### src/rtl/pic_pkg.sv
`timescale 1ns/1ps
package pic_pkg;
  localparam int NLINES = 8;
  localparam int IDXW   = $clog2(NLINES);

  typedef enum logic [1:0] {CFG_RUN, CFG_BASE, CFG_CASC, CFG_MODE} cfg_state_e;

  typedef struct packed {
    logic            valid;
    logic [IDXW-1:0] idx;
  } pick_t;

  // Lowest-numbered set bit wins (input 0 is highest priority).
  function automatic pick_t lowest_set(input logic [NLINES-1:0] v);
    pick_t p;
    p = '0;
    for (int i = NLINES - 1; i >= 0; i--) begin
      if (v[i]) begin
        p.valid = 1'b1;
        p.idx   = IDXW'(i);
      end
    end
    return p;
  endfunction

  function automatic logic [NLINES-1:0] bit_of(input logic [IDXW-1:0] idx);
    return NLINES'(1) << idx;
  endfunction

  // Vector: upper bits from the base, lower bits from the input index.
  function automatic logic [7:0] make_vector(input logic [7:0] base, input logic [IDXW-1:0] idx);
    return {base[7:IDXW], idx};
  endfunction
endpackage

### src/rtl/pic_cfg.sv
`timescale 1ns/1ps
module pic_cfg
  import pic_pkg::*;
(
  input  logic              clk,
  input  logic              rst_n,
  input  logic              wr_en,
  input  logic              addr,
  input  logic [7:0]        wdata,
  output logic [NLINES-1:0] mask,
  output logic [7:0]        base,
  output logic [7:0]        casc_word,
  output logic              aeoi,
  output logic              rsel_isr,
  output logic              init_clr,
  output logic              eoi_valid,
  output logic [IDXW-1:0]   eoi_idx
);
  cfg_state_e state;
  logic need_casc, need_mode;
  logic cmd_wr, data_wr, ocw3_sel;

  assign cmd_wr    = wr_en & ~addr;
  assign data_wr   = wr_en & addr;
  assign init_clr  = cmd_wr & wdata[4];
  assign ocw3_sel  = cmd_wr & ~wdata[4] & wdata[3] & wdata[1];
  assign eoi_valid = cmd_wr & ~wdata[4] & ~wdata[3] & (wdata[7:5] == 3'b011);
  assign eoi_idx   = wdata[IDXW-1:0];

  always_ff @(posedge clk or negedge rst_n) begin
    if (!rst_n) begin
      state     <= CFG_RUN;
      mask      <= '1;
      base      <= '0;
      casc_word <= '0;
      aeoi      <= 1'b0;
      rsel_isr  <= 1'b0;
      need_casc <= 1'b0;
      need_mode <= 1'b0;
    end else if (init_clr) begin
      state     <= CFG_BASE;
      mask      <= '0;
      aeoi      <= 1'b0;
      rsel_isr  <= 1'b0;
      need_casc <= ~wdata[1];
      need_mode <= wdata[0];
    end else if (ocw3_sel) begin
      rsel_isr <= wdata[0];
    end else if (data_wr) begin
      case (state)
        CFG_RUN:  mask <= wdata;
        CFG_BASE: begin
          base  <= wdata;
          state <= need_casc ? CFG_CASC : (need_mode ? CFG_MODE : CFG_RUN);
        end
        CFG_CASC: begin
          casc_word <= wdata;
          state     <= need_mode ? CFG_MODE : CFG_RUN;
        end
        default: begin
          aeoi  <= wdata[1];
          state <= CFG_RUN;
        end
      endcase
    end
  end

  // an operational data write lands in the mask
  a_r5_mask_load: assert property (@(posedge clk) disable iff (!rst_n)
    (data_wr && state == CFG_RUN) |=> (mask == $past(wdata)));
  // start of configuration empties the mask and awaits the base
  a_r2_init_start: assert property (@(posedge clk) disable iff (!rst_n)
    init_clr |=> (mask == '0 && state == CFG_BASE && !rsel_isr));
  // a data write in the base state never leaves the sequencer there
  a_r12_base_adv: assert property (@(posedge clk) disable iff (!rst_n)
    (data_wr && !cmd_wr && state == CFG_BASE) |=> (state != CFG_BASE));
endmodule

### src/rtl/pic_irr.sv
`timescale 1ns/1ps
module pic_irr
  import pic_pkg::*;
#(
  parameter int SYNC_STAGES = 2
) (
  input  logic              clk,
  input  logic              rst_n,
  input  logic [NLINES-1:0] irq_in,
  input  logic              clr_all,
  input  logic [NLINES-1:0] ack_clr,
  output logic [NLINES-1:0] irr
);
  logic [NLINES-1:0] chain [SYNC_STAGES];
  logic [NLINES-1:0] level, level_d, rise;

  always_ff @(posedge clk or negedge rst_n) begin
    if (!rst_n) begin
      for (int k = 0; k < SYNC_STAGES; k++) chain[k] <= '0;
      level_d <= '0;
      irr     <= '0;
    end else begin
      chain[0] <= irq_in;
      for (int k = 1; k < SYNC_STAGES; k++) chain[k] <= chain[k-1];
      level_d <= level;
      irr     <= clr_all ? '0 : ((irr | rise) & level & ~ack_clr);
    end
  end

  assign level = chain[SYNC_STAGES-1];
  assign rise  = level & ~level_d;

  // an edge that is not being cleared becomes pending
  a_r4_edge_latch: assert property (@(posedge clk) disable iff (!rst_n)
    !clr_all |=> (($past(rise & ~ack_clr) & ~irr) == '0));
  // a low input never holds a pending bit
  a_r4_level_drop: assert property (@(posedge clk) disable iff (!rst_n)
    1'b1 |=> ((irr & ~$past(level)) == '0));
endmodule

### src/rtl/pic_arb.sv
`timescale 1ns/1ps
module pic_arb
  import pic_pkg::*;
(
  input  logic              clk,
  input  logic              rst_n,
  input  logic [NLINES-1:0] irr,
  input  logic [NLINES-1:0] mask,
  input  logic [7:0]        base,
  input  logic              aeoi,
  input  logic              inta,
  input  logic              init_clr,
  input  logic              eoi_valid,
  input  logic [IDXW-1:0]   eoi_idx,
  output logic [NLINES-1:0] isr,
  output logic              int_req,
  output logic [NLINES-1:0] ack_clr,
  output logic              vec_valid,
  output logic [7:0]        vec_out
);
  pick_t req, svc;
  logic grant;
  logic [NLINES-1:0] isr_set, isr_clr;

  assign req     = lowest_set(irr & ~mask);
  assign svc     = lowest_set(isr);
  assign int_req = req.valid && (!svc.valid || (req.idx < svc.idx));
  assign grant   = inta & int_req;
  assign ack_clr = grant ? bit_of(req.idx) : '0;
  assign isr_set = (grant && !aeoi) ? bit_of(req.idx) : '0;
  assign isr_clr = eoi_valid ? bit_of(eoi_idx) : '0;

  always_ff @(posedge clk or negedge rst_n) begin
    if (!rst_n) begin
      isr       <= '0;
      vec_valid <= 1'b0;
      vec_out   <= '0;
    end else begin
      isr       <= init_clr ? '0 : ((isr | isr_set) & ~isr_clr);
      vec_valid <= inta;
      if (inta)
        vec_out <= grant ? make_vector(base, req.idx) : make_vector(base, IDXW'(NLINES - 1));
    end
  end

  // a request is raised only for an unmasked pending input
  a_r6_int_source: assert property (@(posedge clk) disable iff (!rst_n)
    int_req |-> ((irr & ~mask) != '0));
  // one vector strobe per acknowledge pulse
  a_r7_vec_strobe: assert property (@(posedge clk) disable iff (!rst_n)
    inta |=> vec_valid);
  a_r7_vec_quiet: assert property (@(posedge clk) disable iff (!rst_n)
    !inta |=> !vec_valid);
  // a granted input enters service in normal mode
  a_r7_isr_set: assert property (@(posedge clk) disable iff (!rst_n)
    (grant && !aeoi && !init_clr && !eoi_valid) |=> isr[$past(req.idx)]);
  // a specific EOI retires its bit
  a_r8_eoi_clear: assert property (@(posedge clk) disable iff (!rst_n)
    (eoi_valid && !grant) |=> !isr[$past(eoi_idx)]);
  // automatic EOI never adds an in-service bit
  a_r10_aeoi: assert property (@(posedge clk) disable iff (!rst_n)
    (inta && aeoi) |=> ((isr & ~$past(isr)) == '0));
  // acknowledge without a request gives the lowest-priority vector
  a_r11_spurious: assert property (@(posedge clk) disable iff (!rst_n)
    (inta && !int_req && !eoi_valid && !init_clr) |=>
      (vec_out[IDXW-1:0] == '1 && isr == $past(isr)));
endmodule

### src/rtl/pic8_core.sv
`timescale 1ns/1ps
module pic8_core
  import pic_pkg::*;
#(
  parameter int SYNC_STAGES = 2
) (
  input  logic       clk,
  input  logic       rst_n,
  input  logic       bus_wr,
  input  logic       bus_addr,
  input  logic [7:0] bus_wdata,
  output logic [7:0] bus_rdata,
  input  logic [7:0] irq_in,
  output logic       int_out,
  input  logic       inta,
  output logic       vec_valid,
  output logic [7:0] vec_out,
  output logic [7:0] cascade_cfg
);
  logic [NLINES-1:0] mask, irr, isr, ack_clr;
  logic [7:0]        base;
  logic              aeoi, rsel_isr, init_clr, eoi_valid;
  logic [IDXW-1:0]   eoi_idx;

  pic_cfg u_cfg (
    .clk(clk), .rst_n(rst_n), .wr_en(bus_wr), .addr(bus_addr), .wdata(bus_wdata),
    .mask(mask), .base(base), .casc_word(cascade_cfg), .aeoi(aeoi),
    .rsel_isr(rsel_isr), .init_clr(init_clr), .eoi_valid(eoi_valid), .eoi_idx(eoi_idx)
  );

  pic_irr #(.SYNC_STAGES(SYNC_STAGES)) u_irr (
    .clk(clk), .rst_n(rst_n), .irq_in(irq_in), .clr_all(init_clr),
    .ack_clr(ack_clr), .irr(irr)
  );

  pic_arb u_arb (
    .clk(clk), .rst_n(rst_n), .irr(irr), .mask(mask), .base(base), .aeoi(aeoi),
    .inta(inta), .init_clr(init_clr), .eoi_valid(eoi_valid), .eoi_idx(eoi_idx),
    .isr(isr), .int_req(int_out), .ack_clr(ack_clr),
    .vec_valid(vec_valid), .vec_out(vec_out)
  );

  assign bus_rdata = bus_addr ? mask : (rsel_isr ? isr : irr);

  // command-port reads follow the select
  a_r9_read_sel: assert property (@(posedge clk) disable iff (!rst_n)
    (!bus_addr && !rsel_isr) |-> (bus_rdata == irr));
endmodule

### config.mk
export PLATFORM = sky130hd
export DESIGN_NAME = pic8_core
export DESIGN_NICKNAME = d
export VERILOG_FILES = /design/src/rtl/pic_pkg.sv /design/src/rtl/pic_cfg.sv /design/src/rtl/pic_irr.sv /design/src/rtl/pic_arb.sv /design/src/rtl/pic8_core.sv
export SDC_FILE = /design/constraint.sdc
export NUM_CORES = 1
export LEC_CHECK = 0
export ABC_CLOCK_PERIOD_IN_PS = 7240
export CAP_MARGIN = 20
export CORE_ASPECT_RATIO = 1.25
export CORE_MARGIN = 10
export CORE_UTILIZATION = 52
export DETAILED_ROUTE_END_ITERATION = 6
export DONT_BUFFER_PORTS = 1
export PLACE_DENSITY = 0.67
export SYNTH_ARGS = -nofsm -noshare
export SYNTH_HDL_FRONTEND = slang
export SYNTH_SLANG_ARGS = --single-unit
### constraint.sdc
create_clock -name clk -period 7.24 [get_ports clk]
set_input_delay 1.086 -clock clk [delete_from_list [all_inputs] [get_ports clk]]
set_output_delay 1.086 -clock clk [all_outputs]
set_load 0.02 [all_outputs]
==> qor.json, run 1 <==
{
  "design_power_total": {"value": 1.63, "unit": "mW"},
  "max_cap_viol_count": {"value": 0},
  "synth_edf_count": {"value": 0},
  "start_util": {"value": 0.541},
  "grt_first_pass_wirelength": {"value": 12800, "unit": "um"},
  "power-per-cell-area": {"value": 440, "unit": "nW/um^2"},
  "worstSetupPathType": {"value": "flip-flop to output pin"},
  "synthesis.nets": {"value": 343},
  "maxClockFrequency": {"value": 228, "unit": "MHz"},
  "switching_share": {"value": 0.395},
  "cts_repair_resize_count": {"value": 0},
  "worst_path_most_repeated_cell": {"value": "sky130_fd_sc_hd__nand2b_1"},
  "placement.cell_area": {"value": 3460, "unit": "um^2"},
  "setup_viol": {"value": 0},
  "timing.reg2reg.worst_path_depth": {"value": 10},
  "grt_usage": {"value": 0.157},
  "final_cell_mix": {"value": "sky130_fd_sc_hd__dfrtp_1, sky130_fd_sc_hd__o21ai_0, sky130_fd_sc_hd__nand2_1"},
  "width_of_the_die": {"value": 92.4, "unit": "um"},
  "cellInternalPower": {"value": 0.983, "unit": "mW"},
  "detail_route.wl_per_cell": {"value": 19.5, "unit": "um"},
  "crit_required": {"value": 6.15, "unit": "ns"},
  "start_kind": {"value": "flip-flop"},
  "post-cts-setup-buffers": {"value": 0},
  "fp.dieArea": {"value": 10200, "unit": "um^2"},
  "grt.overflow.total": {"value": 0},
  "synth_top_area_frac": {"value": 0.500},
  "cp_top_family": {"value": "simple AND/OR/NAND/NOR gates"},
  "power.ir.vdd_worst": {"value": 0.000248, "unit": "V"},
  "period_needed": {"value": 4.38, "unit": "ns"},
  "critical_path.slowest_cell": {"value": "sky130_fd_sc_hd__nor3_1"},
  "critPathBufInv": {"value": 1},
  "final_area": {"value": 3690, "unit": "um^2"},
  "whs_endpoint": {"value": "u_irr.level[1]"},
  "r2r-end": {"value": "u_arb.isr[0]"},
  "numCtsBuffers": {"value": 9},
  "clock_sinks": {"value": 76},
  "run_status": {"value": "finished clean"},
  "combPwrFrac": {"value": 0.323},
  "timing_worst_slew_pin_value": {"value": 0.766, "unit": "ns"},
  "synthDominantAreaCellType": {"value": "sky130_fd_sc_hd__dfrtp_1"},
  "leakage": {"value": 1.62, "unit": "nW"},
  "area_growth": {"value": 8.53, "unit": "%"},
  "rows": {"value": 32},
  "finalMaxSlewViolations": {"value": 0},
  "vias": {"value": 2380},
  "finalHoldViolCount": {"value": 0},
  "gp_congestion": {"value": 0.909},
  "synthArstFlopShare": {"value": 1.00},
  "first_pass_iters": {"value": 4},
  "nNetsFinal": {"value": 342},
  "fin_setup_tns": {"value": 0, "unit": "ns"},
  "cts.htree.levels": {"value": 3},
  "relative_slew_slack": {"value": 0.484},
  "met3_usage": {"value": 0.0575},
  "yosys-top-cells-area": {"value": "sky130_fd_sc_hd__dfrtp_1, sky130_fd_sc_hd__dfstp_2, sky130_fd_sc_hd__mux2_2, sky130_fd_sc_hd__o21ai_0, sky130_fd_sc_hd__a22o_1"},
  "detailedRoute.firstIterationViolations": {"value": 136},
  "synth_warnings": {"value": 0},
  "synth_seq_area_share": {"value": 0.562},
  "post_drt_via_cell_ratio": {"value": 5.86},
  "grt_util_met1": {"value": 0.178},
  "remaining_antenna_violation_count": {"value": 0},
  "worst_hold_startpoint": {"value": "u_irr.chain[9]"},
  "drive_gt1_frac": {"value": 0.131},
  "cp.arrival": {"value": 3.29, "unit": "ns"},
  "drc": {"value": 0},
  "synth.cell_area": {"value": 3400, "unit": "um^2"},
  "hold_depth": {"value": 0},
  "grt_antenna_before_repair": {"value": 0},
  "final_core_util": {"value": 0.588},
  "fin_crit_sh": {"value": 0.605},
  "worstSkewPairLatency": {"value": 0.35, "unit": "ns"},
  "min_path_type": {"value": "flip-flop to flip-flop"},
  "timing.clock.skew": {"value": 0.00988, "unit": "ns"},
  "gr-usage-met2": {"value": 0.265},
  "portBuffers": {"value": 0},
  "clk_pin_slew": {"value": 0.08, "unit": "ns"},
  "cts_hold_buffers": {"value": 0},
  "n_fill_cell": {"value": 556},
  "critical_path_capture_point_type": {"value": "output pin"},
  "r2r_slack": {"value": 3.91, "unit": "ns"},
  "synth_seq_cells": {"value": 76},
  "pin_count_of_the_biggest_net_entering_global_routing": {"value": 77},
  "finish.cell_count_without_fillers": {"value": 406},
  "most_congested_layer_reported_by_global_routing": {"value": "met2"},
  "hold_slack": {"value": 0.353, "unit": "ns"},
  "sequentialPowerShare": {"value": 0.450},
  "first_global_vias": {"value": 2458},
  "path_cells": {"value": "nand2b_1 > nor4b_1 > nand2b_1 > inv_1 > ha_1 > a21boi_0 > o211ai_1 > a31oi_1 > nor3_1"},
  "critical_path.max_stage_delay": {"value": 0.64, "unit": "ns"},
  "ys.flop_type": {"value": "sky130_fd_sc_hd__dfrtp_1"},
  "path_max_fanout": {"value": 6},
  "crit-reg2reg-launch": {"value": "u_cfg.mask[7]"},
  "io-pin-count": {"value": 47},
  "antennaDiodeCount": {"value": 0},
  "mostFrequentLayoutCell": {"value": "sky130_fd_sc_hd__dfrtp_1"},
  "clock_tree.root_cell": {"value": "sky130_fd_sc_hd__clkbuf_8"},
  "grt_setup_unrepaired": {"value": "false"},
  "power_frac_clock": {"value": 0.227},
  "number_of_placed_instances_taps_included": {"value": 390},
  "post_place_setup_slack": {"value": 3.28, "unit": "ns"},
  "postLayoutSetupSlackWorst": {"value": 2.86, "unit": "ns"},
  "yosys.cell_types.count": {"value": 42},
  "synth_area_per_cell": {"value": 10.7, "unit": "um^2"},
  "post_synth_inst_count": {"value": 317},
  "hpwlAfterDp": {"value": 5760, "unit": "um"},
  "cts_tree": {"value": "built"},
  "total_detailed_routing_wirelength": {"value": 7900, "unit": "um"},
  "core-area": {"value": 6290, "unit": "um^2"},
  "cts_max_path_buffers": {"value": 2},
  "power_switching": {"value": 0.643, "unit": "mW"},
  "fp.dieH": {"value": 110, "unit": "um"}
}
## cells in the mapped netlist, types with 9 or more instances
cell / instances
sky130_fd_sc_hd__nand2_1: 27
sky130_fd_sc_hd__a22o_1: 12
sky130_fd_sc_hd__mux2i_1: 9
sky130_fd_sc_hd__dfrtp_1: 68
sky130_fd_sc_hd__mux2_2: 16
sky130_fd_sc_hd__nor2_1: 14
sky130_fd_sc_hd__nand3_1: 13
sky130_fd_sc_hd__a21oi_1: 19
sky130_fd_sc_hd__clkbuf_1: 10
sky130_fd_sc_hd__o21ai_0: 29
sky130_fd_sc_hd__nand2b_1: 15
sky130_fd_sc_hd__inv_1: 17
## worst reg2reg max path: stages (launching register included)
cell and delay [ns]:
sky130_fd_sc_hd__dfstp_2 0.56, sky130_fd_sc_hd__nand2b_1 0.14, sky130_fd_sc_hd__nor4b_1 0.48, sky130_fd_sc_hd__nand2b_1 0.24
sky130_fd_sc_hd__inv_1 0.06, sky130_fd_sc_hd__ha_1 0.30, sky130_fd_sc_hd__a21boi_0 0.13, sky130_fd_sc_hd__o211ai_1 0.27
sky130_fd_sc_hd__a21oi_1 0.15, sky130_fd_sc_hd__nor3_2 0.67, sky130_fd_sc_hd__a32o_1 0.27
## registers in the layout (all words and copies together), names as in the netlist
name / cells
u_irr.level: 8
u_cfg.mask: 8
u_irr.level_d: 8
u_irr.chain: 8
u_arb.vec_valid: 1
u_cfg.aeoi: 1
u_cfg.casc_word: 8
u_cfg.need_casc: 1
u_arb.vec_out: 8
u_arb.isr: 8
u_cfg.need_mode: 1
u_irr.irr: 8
u_cfg.state: 2
u_cfg.base: 5
u_cfg.rsel_isr: 1
## cell type report
type,instances,area (um^2),area share
clock buffer,9,124,0.0335
clock inverter,7,105,0.0285
inverter,17,63.8,0.0173
multi-input combinational,212,1380,0.374
sequential,76,1910,0.518
tap,85,106,0.0288
## routing by layer
metal	vias up	share of wire
li1	1132	-
met1	1165	0.41
met2	69	0.49
met3	14	0.075
met4	0	0.020
met5	-	0
## worst max path at each step
| stage | endpoint | slack (ns) | from | depth (start not counted) |
|---|---|---|---|---|
| floorplan | int_out | 3.64 | u_cfg.mask[4] | 9 |
| global placement | int_out | 3.34 | u_cfg.mask[4] | 9 |
| detailed placement | int_out | 3.28 | u_cfg.mask[4] | 9 |
| CTS | int_out | 2.88 | u_cfg.mask[4] | 9 |
| global route | int_out | 2.58 | u_cfg.mask[7] | 9 |
| finish | int_out | 2.86 | u_cfg.mask[7] | 9 |
## power groups by stage
| stage | registers (mW) | clock network [mW] | logic, mW |
|---|---|---|---|
| 2_1_floorplan | 0.690 | 0 | 0.443 |
| 3_3_place_gp | 0.735 | 0 | 0.512 |
| 3_5_place_dp | 0.740 | 0 | 0.523 |
| 4_1_cts | 0.732 | 0.376 | 0.526 |
| 5_1_grt | 0.750 | 0.390 | 0.587 |
| 6_report | 0.731 | 0.370 | 0.525 |
## logic make-up after synthesis
kind of cell | count (synthesis) | synth area share
and+or+nand+nor | 98 | 0.152
AOI/OAI and AO/OA | 84 | 0.157
DFF | 76 | 0.562
buffers and inverters | 29 | 0.0320
muxes | 25 | 0.0794
adders and majority gates | 5 | 0.0184
Note: power is estimated with default switching activity, not from simulation.
==> inputs of run 2 (changes only) <==
--- a/config.mk
+++ b/config.mk
@@ -5,7 +5,8 @@
 export SDC_FILE = /design/constraint.sdc
 export NUM_CORES = 1
 export LEC_CHECK = 0
-export ABC_CLOCK_PERIOD_IN_PS = 7240
+export ABC_AREA = 1
+export ABC_CLOCK_PERIOD_IN_PS = 4030
 export CAP_MARGIN = 20
 export CORE_ASPECT_RATIO = 1.25
 export CORE_MARGIN = 10
==> constraint.sdc (replaced) <==
create_clock -name clk -period 4.03 [get_ports clk]
set_input_delay 0.6045 -clock clk [delete_from_list [all_inputs] [get_ports clk]]
set_output_delay 0.6045 -clock clk [all_outputs]
set_load 0.02 [all_outputs]
==> run 2 against run 1 <==
  * Non-clock buffer count is 2 higher
  * First-iteration DRC count is 32% higher
  * Core utilization is 0.55 points lower
  * Synthesized area is 2.2% higher
  * Synthesized cell count is 21% higher
  * Total power is 73% higher
  * Routed wire length is 5.2% lower
  * Setup slack worse by 1.9 ns
  * Critical path type unchanged
==> qor.json, run 2 <==
{
  "drc": {"value": 0},
  "finish.cell_count_without_fillers": {"value": 482},
  "placement.cell_area": {"value": 3550, "unit": "um^2"},
  "grt_first_pass_wirelength": {"value": 12500, "unit": "um"},
  "portBuffers": {"value": 0},
  "clk_pin_slew": {"value": 0.07, "unit": "ns"},
  "start_util": {"value": 0.533},
  "number_of_placed_instances_taps_included": {"value": 465},
  "drive_gt1_frac": {"value": 0.205},
  "synthDominantAreaCellType": {"value": "sky130_fd_sc_hd__dfrtp_1"},
  "synth.most_common_cell": {"value": "sky130_fd_sc_hd__dfrtp_1"},
  "synth_edf_count": {"value": 0},
  "synthArstFlopShare": {"value": 1.00},
  "cts_tree": {"value": "built"},
  "synth_top_area_frac": {"value": 0.489},
  "worstSkewPairLatency": {"value": 0.34, "unit": "ns"},
  "synth_area_per_cell": {"value": 9.04, "unit": "um^2"},
  "post_synth_inst_count": {"value": 385},
  "mostFrequentLayoutCell": {"value": "sky130_fd_sc_hd__dfrtp_1"},
  "run_status": {"value": "finished clean"},
  "maxClockFrequency": {"value": 323, "unit": "MHz"},
  "finalHoldViolCount": {"value": 0},
  "worstSetupPathType": {"value": "flip-flop to output pin"},
  "clock_sinks": {"value": 76},
  "synth_seq_area_share": {"value": 0.549},
  "cts_max_path_buffers": {"value": 2},
  "first_global_vias": {"value": 2428},
  "finalMaxSlewViolations": {"value": 0},
  "synth_seq_cells": {"value": 76},
  "synth_warnings": {"value": 0},
  "ys.flop_type": {"value": "sky130_fd_sc_hd__dfrtp_1"},
  "timing_worst_slew_pin_value": {"value": 0.844, "unit": "ns"},
  "grt_antenna_before_repair": {"value": 0},
  "fp.dieArea": {"value": 10400, "unit": "um^2"},
  "max_cap_viol_count": {"value": 0},
  "post_drt_via_cell_ratio": {"value": 5.27},
  "fp.dieH": {"value": 111, "unit": "um"},
  "remaining_antenna_violation_count": {"value": 0},
  "power.ir.vdd_worst": {"value": 0.000456, "unit": "V"},
  "gp_congestion": {"value": 0.884},
  "yosys-top-cells-area": {"value": "sky130_fd_sc_hd__dfrtp_1, sky130_fd_sc_hd__nand2_1, sky130_fd_sc_hd__dfstp_2, sky130_fd_sc_hd__inv_1, sky130_fd_sc_hd__nor2_1"},
  "setup_viol": {"value": 0},
  "nNetsFinal": {"value": 416},
  "area_growth": {"value": 9.13, "unit": "%"},
  "critical_path_capture_point_type": {"value": "output pin"},
  "final_area": {"value": 3800, "unit": "um^2"},
  "post-cts-setup-buffers": {"value": 0},
  "grt_setup_unrepaired": {"value": "false"},
  "synth_common_cells": {"value": "sky130_fd_sc_hd__dfrtp_1, sky130_fd_sc_hd__nand2_1, sky130_fd_sc_hd__inv_1"},
  "antennaDiodeCount": {"value": 0},
  "core-area": {"value": 6520, "unit": "um^2"},
  "crit_required": {"value": 3.43, "unit": "ns"},
  "cts.htree.levels": {"value": 3},
  "detail_route.wl_per_cell": {"value": 15.5, "unit": "um"},
  "detailedRoute.firstIterationViolations": {"value": 179},
  "path_max_fanout": {"value": 6},
  "rows": {"value": 33},
  "numCtsBuffers": {"value": 9},
  "period_needed": {"value": 3.09, "unit": "ns"},
  "width_of_the_die": {"value": 93.2, "unit": "um"},
  "fin_crit_sh": {"value": 0.767},
  "cts_repair_resize_count": {"value": 0},
  "pin_count_of_the_biggest_net_entering_global_routing": {"value": 69},
  "synth.cell_area": {"value": 3480, "unit": "um^2"},
  "clock_tree.root_cell": {"value": "sky130_fd_sc_hd__clkbuf_8"},
  "fin_setup_tns": {"value": 0, "unit": "ns"},
  "power-per-cell-area": {"value": 739, "unit": "nW/um^2"},
  "total_detailed_routing_wirelength": {"value": 7490, "unit": "um"},
  "final_cell_mix": {"value": "sky130_fd_sc_hd__dfrtp_1, sky130_fd_sc_hd__nand2_1, sky130_fd_sc_hd__inv_1"},
  "synthesis.nets": {"value": 411},
  "timing.clock.skew": {"value": 0.00750, "unit": "ns"},
  "yosys.cell_types.count": {"value": 33},
  "grt.overflow.total": {"value": 0},
  "hold_slack": {"value": 0.100, "unit": "ns"},
  "min_path_type": {"value": "input pin to async pin"},
  "grt_usage": {"value": 0.152},
  "first_pass_iters": {"value": 4},
  "cp.arrival": {"value": 2.49, "unit": "ns"},
  "io-pin-count": {"value": 47},
  "relative_slew_slack": {"value": 0.433},
  "start_kind": {"value": "flip-flop"},
  "hpwlAfterDp": {"value": 5640, "unit": "um"},
  "vias": {"value": 2538},
  "leakage": {"value": 1.84, "unit": "nW"}
}
==> run 2: changes by cell type after synthesis, sizes merged, moves of 7 or more <==
cell    change
a21boi      +8
a22o       -12
nand2b     -15
nand2      +50
nand4       +8
inv        +50
nor2b       -8
mux2i       -9
mux2       -11
o22ai       +7
nor2       +30
==> run 2: cell type report <==
| type | instances | area [um^2] |
|---|---|---|
| fillers | 620 | 2730 |
| flip-flops and latches | 76 | 1910 |
| multi-input cells | 233 | 1270 |
| inverters | 68 | 255 |
| clock buffers | 12 | 145 |
| well taps | 87 | 109 |
| clock inverters | 4 | 72.6 |
| repair buffers | 2 | 35.0 |
==> run 2: power by group <==
part           internal, mW  total, mW  switching (mW)
Clock                 0.365      0.630           0.265
Sequential            0.994       1.24           0.244
Combinational         0.320      0.939           0.619
==> run 2: repair_timing <==
item | CTS | global route
hold buffers | 1 | 0
endpoints found under the setup margin | 0 | 0
hold endpoints to repair | 68 | 0
==> run 2: worst max-delay path, cell delays in order, from the launching register on <==
cell,delay (ns)
sky130_fd_sc_hd__dfstp_2,0.52
sky130_fd_sc_hd__inv_1,0.05
sky130_fd_sc_hd__nand2_1,0.09
sky130_fd_sc_hd__nand2_2,0.06
sky130_fd_sc_hd__nor2_1,0.24
sky130_fd_sc_hd__nor3_4,0.10
sky130_fd_sc_hd__ha_1,0.32
sky130_fd_sc_hd__nand2_1,0.07
sky130_fd_sc_hd__nor2_1,0.04
sky130_fd_sc_hd__nand2_1,0.06
sky130_fd_sc_hd__nand2_1,0.07
sky130_fd_sc_hd__a21boi_0,0.55
==> run 2: logic make-up (layout without fill, tap and decap cells) <==
| family | count (synthesis) | after routing | share of synthesized area |
|---|---|---|---|
| buffers and inverters | 76 | 86 | 0.0859 |
| flip-flops | 76 | 76 | 0.549 |
| AO/OA/AOI/OAI | 72 | 72 | 0.118 |
| AND/OR/NAND/NOR | 151 | 151 | 0.212 |
| multiplexers | 5 | 5 | 0.0162 |
| adder cells (fa/ha/maj) | 5 | 5 | 0.0180 |
==> run 2: path summary, 6_finish.rpt <==
path                       slack, ns  cells past startpoint               end      startpoint
max reg2reg                     1.75                     15  u_arb.vec_out[0]   u_cfg.mask[4]
min                             0.10                      0     u_cfg.mask[0]           rst_n
min in group clk                0.28                      0   u_irr.chain[12]       irq_in[4]
max in group asynchronous       3.62                      1      u_irr.irr[3]           rst_n
max                             0.94                     11           int_out   u_cfg.mask[4]
min reg2reg                     0.35                      0    u_irr.level[1]  u_irr.chain[9]
==> run 2: per-layer routing <==
| layer | global-route usage | vias up | part of all wire |
|---|---|---|---|
| met5 | 0 | - | 0 |
| met4 | 0.0773 | 0 | 0.029 |
| met3 | 0.0511 | 15 | 0.058 |
| met2 | 0.236 | 55 | 0.48 |
| met1 | 0.184 | 1227 | 0.43 |
| li1 | - | 1241 | - |
==> run 2: stage by stage <==
step                total power [mW]   util  setup WS (ns)
floorplan                       2.01      -           1.47
global placement                2.15  0.544           1.35
detailed placement              2.18  0.544           1.29
CTS                             2.84  0.582          0.901
global route                    3.02  0.582          0.705
finish                          2.81  0.582          0.938
